`config.mk`:
```
export PLATFORM = sky130hd
export DESIGN_NAME = fwd_unit
export DESIGN_NICKNAME = d
export VERILOG_FILES = /design/src/rtl/fwd_pkg.sv /design/src/rtl/fwd_stage_match.sv /design/src/rtl/fwd_operand_select.sv /design/src/rtl/fwd_unit.sv
export SDC_FILE = /design/constraint.sdc
export NUM_CORES = 1
export LEC_CHECK = 0
export ABC_AREA = 1
export CAP_MARGIN = 40
export CELL_PAD_IN_SITES_DETAIL_PLACEMENT = 1
export CELL_PAD_IN_SITES_GLOBAL_PLACEMENT = 1
export CORE_MARGIN = 10
export CORE_UTILIZATION = 21
export DETAILED_ROUTE_END_ITERATION = 8
export GPL_ROUTABILITY_DRIVEN = 0
export PLACE_DENSITY = 0.85
export SLEW_MARGIN = 5
export SYNTH_ARGS = -nofsm -noshare
export SYNTH_HDL_FRONTEND = slang
export SYNTH_SLANG_ARGS = --single-unit
```
`constraint.sdc`:
```
create_clock -name vclk -period 1.75
set_input_delay 0.525 -clock vclk [all_inputs]
set_output_delay 0.525 -clock vclk [all_outputs]
set_load 0.05 [all_outputs]
```
`src/rtl/fwd_pkg.sv`:
```
package fwd_pkg;
    localparam int REG_AW  = 5;
    localparam int NUM_OPS = 2;

    typedef enum logic [1:0] {
        SEL_RF  = 2'b00,
        SEL_WB  = 2'b01,
        SEL_MEM = 2'b10
    } fwd_sel_e;
endpackage

```
`src/rtl/fwd_stage_match.sv`:
```
module fwd_stage_match #(
    parameter int AW = 5
) (
    input  logic [AW-1:0] src_i,
    input  logic [AW-1:0] dst_i,
    input  logic          wr_en_i,
    input  logic          block_i,
    output logic          hit_o
);
    localparam logic [AW-1:0] ZERO_REG = '0;

    logic hit_d;

    always_comb begin
        hit_d = 1'b0;
        if (wr_en_i && !block_i && (dst_i != ZERO_REG) && (dst_i == src_i)) begin
            hit_d = 1'b1;
        end
    end

    assign hit_o = hit_d;
endmodule

```
`src/rtl/fwd_operand_select.sv`:
```
module fwd_operand_select
    import fwd_pkg::*;
(
    input  logic       mem_hit_i,
    input  logic       wb_hit_i,
    output logic [1:0] sel_o
);
    fwd_sel_e sel_d;

    always_comb begin
        sel_d = SEL_RF;
        if (mem_hit_i) begin
            sel_d = SEL_MEM;
        end else if (wb_hit_i) begin
            sel_d = SEL_WB;
        end
    end

    assign sel_o = sel_d;
endmodule

```
`src/rtl/fwd_unit.sv`:
```
module fwd_unit
    import fwd_pkg::*;
#(
    parameter int AW = REG_AW
) (
    input  logic [AW-1:0] ex_rs_i,
    input  logic [AW-1:0] ex_rt_i,
    input  logic [AW-1:0] mem_rd_i,
    input  logic          mem_wr_en_i,
    input  logic          mem_load_i,
    input  logic [AW-1:0] wb_rd_i,
    input  logic          wb_wr_en_i,
    output logic [1:0]    fwd_a_o,
    output logic [1:0]    fwd_b_o
);
    localparam int OPS = NUM_OPS;

    logic [AW-1:0] src_d     [OPS];
    logic          mem_hit_d [OPS];
    logic          wb_hit_d  [OPS];
    logic [1:0]    sel_d     [OPS];

    assign src_d[0] = ex_rs_i;
    assign src_d[1] = ex_rt_i;

    for (genvar op = 0; op < OPS; op++) begin : g_op
        fwd_stage_match #(.AW(AW)) u_mem_match (
            .src_i   (src_d[op]),
            .dst_i   (mem_rd_i),
            .wr_en_i (mem_wr_en_i),
            .block_i (mem_load_i),
            .hit_o   (mem_hit_d[op])
        );

        fwd_stage_match #(.AW(AW)) u_wb_match (
            .src_i   (src_d[op]),
            .dst_i   (wb_rd_i),
            .wr_en_i (wb_wr_en_i),
            .block_i (1'b0),
            .hit_o   (wb_hit_d[op])
        );

        fwd_operand_select u_sel (
            .mem_hit_i (mem_hit_d[op]),
            .wb_hit_i  (wb_hit_d[op]),
            .sel_o     (sel_d[op])
        );
    end

    assign fwd_a_o = sel_d[0];
    assign fwd_b_o = sel_d[1];

    always_comb begin
        for (int op = 0; op < OPS; op++) begin

            sel_legal_chk: assert (sel_d[op] != 2'b11)
                else $error("select %0d illegal", op);

            load_block_chk: assert (!(mem_load_i && sel_d[op] == SEL_MEM))
                else $error("load forwarded on operand %0d", op);

            mem_wr_gate_chk: assert (mem_wr_en_i || sel_d[op] != SEL_MEM)
                else $error("memory stage forwarded without write on %0d", op);

            wb_wr_gate_chk: assert (wb_wr_en_i || sel_d[op] != SEL_WB)
                else $error("write-back forwarded without write on %0d", op);

            mem_priority_chk: assert (!mem_hit_d[op] || sel_d[op] == SEL_MEM)
                else $error("memory stage not preferred on %0d", op);

            zero_reg_chk: assert (src_d[op] != '0 || sel_d[op] == SEL_RF)
                else $error("register 0 forwarded on %0d", op);
        end
    end
endmodule

```
# ---- After elaboration in Yosys (flattened, before gate mapping)
# Cells that the tools add are included.
dict set report word_totals {
  out_inout_bits 4
  wordCells 22
  reg_bits 0
  in_bits 23
}
dict set report op_classes {
  n_reduce_logical 10
  n_eq_ne 4
  muxes 8
}
# op count
set op_table {}
lappend op_table {{equality test 5 bit} 4}
lappend op_table {{nonzero test 5 bit} 2}
lappend op_table {{logical AND 1 bit} 7}
lappend op_table {{2-to-1 mux 1 bit} 6}
lappend op_table {{2-to-1 mux 2 bit} 2}
lappend op_table {{logical NOT 1 bit} 1}

# ---- Depth between registers and ports, before layout
dict set report logic_depth {
  word_depth 6
  depth_mapped 7
  depth_no_buf 7
}

# ---- Hierarchy
# A second synthesis with hierarchy kept.
dict set report hier_totals {
  cells_unflattened 131
  hier_area_um2 519.2
}
# module area_each_um2 n_inst seq_area_each_um2 cells_per_inst
set by_module_without_submodules {}
lappend by_module_without_submodules {fwd_stage_match 120.1 4 0.0 31}
lappend by_module_without_submodules {fwd_operand_select 17.5 2 0.0 3}
lappend by_module_without_submodules {fwd_unit 3.8 1 0.0 1}

# ---- Worst setup path before layout
# OpenSTA, ideal clock, no wires.
dict set report synth_path {
  kind {input to output}
  from {in ex_rs_i[3]}
  to {out fwd_a_o[0]}
  n_path_buf 0
  required_time_ns 1.225
  arrival_time_ns 1.511
  cell_stages 5
  setup_slack_ns -0.286
  path_cell_list {xnor2_1 -> nand2_1 -> nor2_1 -> nand2_1 -> nor2_1}
}
dict set report synth_between {
  elab_chain_cells 5
  elab_cells_between_ends 8
  classes_between {eq/ne (2); mux (4); reduce/logical (2)}
}
# element line_no
set synth_rtl {}
lappend synth_rtl {{from (decl)} fwd_unit.sv:6} ;# input logic [AW-1:0] ex_rs_i,
lappend synth_rtl {{equality test 5 bit} fwd_stage_match.sv:16} ;# if (wr_en_i && !block_i && (dst_i != ZERO_REG) && (dst_i == src_i)) begin
lappend synth_rtl {{logical AND 1 bit} fwd_stage_match.sv:16}
lappend synth_rtl {{2-to-1 mux 1 bit} fwd_stage_match.sv:16}
lappend synth_rtl {{2-to-1 mux 1 bit} fwd_operand_select.sv:14} ;# end else if (wb_hit_i) begin
lappend synth_rtl {{2-to-1 mux 2 bit (*)} fwd_operand_select.sv:12} ;# if (mem_hit_i) begin
lappend synth_rtl {{to (decl)} fwd_unit.sv:13} ;# output logic [1:0] fwd_a_o,
# Mark *: on every way between the ends. The rest lies on a longest branch, timed or not.

# ---- Final worst setup path
dict set report layout_path {
  from {in mem_rd_i[4]}
  to {out fwd_a_o[0]}
}
dict set report layout_between {
  elab_chain_cells 5
  elab_cells_between_ends 6
  classes_between {eq/ne (1); mux (2); reduce/logical (3)}
}
# element line_no
set layout_rtl {}
lappend layout_rtl {{from (decl)} fwd_unit.sv:8} ;# input logic [AW-1:0] mem_rd_i,
lappend layout_rtl {{nonzero test 5 bit} fwd_stage_match.sv:16}
lappend layout_rtl {{logical AND 1 bit} fwd_stage_match.sv:16}
lappend layout_rtl {{logical AND 1 bit (*)} fwd_stage_match.sv:16}
lappend layout_rtl {{2-to-1 mux 1 bit (*)} fwd_stage_match.sv:16}
lappend layout_rtl {{2-to-1 mux 2 bit (*)} fwd_operand_select.sv:12}
# Marks and branches as above.

==> impl_table.tex <==
\begin{tabular}{lr}
\hline
Metric & Value \\
\hline
\multicolumn{2}{l}{\textbf{Global routing}} \\
Vias in the first global route & 618 \\
Antenna violations before repair & 0 \\
Wire length of the first global-routing pass & 2573 µm \\
Congestion Overflow GR & 0 \\
GRT Resource Usage Total & 8.491\% \\
Largest net degree at the start of global routing & 5 \\
\multicolumn{2}{l}{\textbf{Routing}} \\
Sum of routed wire length over all layers & 1638 µm \\
Final ANT Viol Nets & 0 \\
DR WL/cell & 12.22 µm \\
Vias per cell & 4.216 \\
Initial drt markers & 2 \\
DR DRC count & 0 \\
Routed via count & 565 \\
DRT Pass-1 Iters & 2 \\
\multicolumn{2}{l}{\textbf{Layout}} \\
Total number of sequential cells & 0 \\
Final layout net count & 134 \\
Share of cells above drive strength 1 & 44.95\% \\
Number of non-filler instances in the completed layout & 134 \\
Count of clock-net buffers in the final layout & 0 \\
Filler cell count & 234 \\
Storage element area & 0 µm² \\
Antenna diodes & 0 \\
Layout overhead on the synthesized area & 115.2\% \\
\multicolumn{2}{l}{\textbf{Critical path}} \\
Critical path peak fanout & 3 \\
Critical Path Source Type & input port \\
Launching instance or port of the critical path & mem\_rd\_i[4] \\
Crit Path Category & input port to output pin \\
Critical path endpoint category & output pin \\
Data required time of the worst path & 1.22 ns \\
Data arrival time at the worst-slack endpoint & 1.40 ns \\
\multicolumn{2}{l}{\textbf{Timing}} \\
Post-route minimum period & 1.929 ns \\
Fin. max-slew vios & 0 \\
WHS & 1.539 ns \\
Setup repair after global routing missed its margin & true \\
Peak clock frequency supported by timing & 518.3 MHz \\
Measured slew at the worst slew-check pin & 0.2352 ns \\
Finish-stage setup viols & 4 \\
Count of endpoints failing hold in the final timing report & 0 \\
Max-Slew Margin vs Limit & 84.27\% \\
Post-route setup slack & -0.1794 ns \\
Ratio of final minimum period to clock period & 110.3\% \\
\multicolumn{2}{l}{\textbf{Yosys}} \\
Area share of xor/xnor cells in the synthesized design & 26.01\% \\
Adder-cell area share of the yosys netlist & 0\% \\
Cell types with the largest area share after synthesis & nand2\_1 30\%, xnor2\_1 17\%, nor2\_1 15\%, inv\_1 12\%, xor2\_1 9.5\% \\
Yosys Warn Count & 0 \\
Register area share after synthesis & 0\% \\
Number of distinct library cell variants in the gate-level netlist after synthesis & 11 \\
Syn avg cell area & 4.748 µm² \\
Multiplexer share of the synthesized area & 0\% \\
Dominant cell type by area after synthesis & nand2\_1 \\
Area share of and/or/nand/nor cells after synthesis & 55.41\% \\
Post-synthesis net count & 101 \\
Cells after Synth & 78 \\
Summed instance area of the synthesized netlist & 370.4 µm² \\
Compound-cell area share of the yosys netlist & 1.351\% \\
Largest family of logic cells by synthesized area & simple AND/OR/NAND/NOR gates \\
Area fraction of the dominant cell type after synthesis & 30.41\% \\
\multicolumn{2}{l}{\textbf{CTS}} \\
Number of buffers inserted for hold repair after clock tree synthesis & 0 \\
\multicolumn{2}{l}{\textbf{Power and ir drop}} \\
Pwr per Cell Area & 214.3 nW/µm² \\
VDD IR-drop max & 0.00007670 V \\
Leakage power of the design & 0.4228 nW \\
\multicolumn{2}{l}{\textbf{Floorplan}} \\
Vert. Die Dim & 62.00 µm \\
Floorplan die width & 62.00 µm \\
\# rows & 15 \\
Num ports & 27 \\
Starting density of the core & 21.68\% \\
Die outline area & 3843 µm² \\
Placeable core area & 1708 µm² \\
\multicolumn{2}{l}{\textbf{Worst hold path}} \\
Worst min-delay path endpoint & fwd\_b\_o[1] \\
Cell depth of the worst min-delay path & 7 \\
Origin of the worst min-delay path & ex\_rt\_i[2] \\
Kind of path behind the tightest hold check & input port to output pin \\
\multicolumn{2}{l}{\textbf{Status}} \\
Violations in the final reports & negative setup slack \\
Status & finished with violations \\
\multicolumn{2}{l}{\textbf{Placed design}} \\
Cells after DPL & 134 \\
Placed wire-length estimate after detailed placement & 1434 µm \\
Buffers added on ports & 27 \\
\multicolumn{2}{l}{\textbf{Run}} \\
Max Cap Viol & 0 \\
\hline
\end{tabular}
repair_timing:
action,CTS,global route
setup buffers,0,1
pin swaps,27,10
gates resized for setup,122,5
setup endpoints to repair,4,4
power breakdown:
group          switching (mW)  internal (mW)  leakage (nW)
sequential                  0              0             0
combinational          0.0785         0.0923         0.423
clock                       0              0             0
layer usage:
metal,track usage [%],part of all wire [%],up-vias
li1,-,-,292
met1,9.060,36,256
met2,17.69,57,17
met3,1.220,6.9,0
met4,0,0,0
met5,0,0,-
logic make-up (layout without fill, tap and decap cells):
kind of cell | count (synthesis) | count (layout)
AO/OA/AOI/OAI | 1 | 1
XOR/XNOR | 11 | 11
buffers and inverters | 15 | 46
AND/OR/NAND/NOR | 51 | 51
synth_stat cells, drive strengths merged:
cell type / n
nand2: 30
o21ai: 1
buf: 2
xor2: 4
nor2: 15
xnor2: 7
nand4: 1
nand3: 3
nand3b: 2
inv: 13
layout make-up:
cell class / instances / area (µm²) / share of cell area (%)
tap: 25 / 31.28 / 3.925
multi-input combinational: 63 / 374.1 / 46.94
inverter: 13 / 51.30 / 6.436
timing repair buffer: 33 / 340.3 / 42.70
metrics by stage:
stage	utilization (%)	cell area, µm²	setup WS (ns)	TNS (ns)	total power, mW
floorplan	-	380.4	-0.07234	-0.08352	0.06279
global placement	44.03	752.0	-0.6228	-2.347	0.1494
detailed placement	44.03	752.0	-0.6724	-2.543	0.1547
CTS	45.05	769.5	-0.1903	-0.6008	0.1645
global route	46.67	797.0	-0.2542	-0.8880	0.1880
finish	46.67	797.0	-0.1794	-0.6322	0.1708
worst max path at each step:
stage / depth (start not counted) / end / slack (ns)
CTS: 7 / fwd_a_o[0] / -0.19
detailed placement: 10 / fwd_b_o[0] / -0.67
global route: 7 / fwd_a_o[0] / -0.25
global placement: 9 / fwd_a_o[1] / -0.62
floorplan: 5 / fwd_a_o[0] / -0.07
finish: 7 / fwd_a_o[0] / -0.18
worst max-delay path, stage by stage:
cell,delay [ns]
buf_8,0.11
nor2_4,0.11
nand4_1,0.08
nand3b_1,0.22
nor2_2,0.07
nor2_2,0.14
buf_12,0.15
cell usage in the layout, fill, tap and decap left out:
cell type,synthesis,routed
buf_2,0,8
inv_1,12,7
nor2_2,0,4
xor2_1,4,4
nand4_1,1,1
inv_4,0,1
nand3_1,3,2
dlygate4sd2_1,0,2
nand2_1,30,30
inv_2,1,5
buf_4,2,5
xnor2_2,0,4
buf_6,0,12
nand3b_1,2,2
buf_8,0,2
o21ai_1,0,1
buf_12,0,4
nor2_4,0,3
nor2_1,15,8
nand3_2,0,1
xnor2_1,7,3
Note: power is estimated with default switching activity, not from simulation.
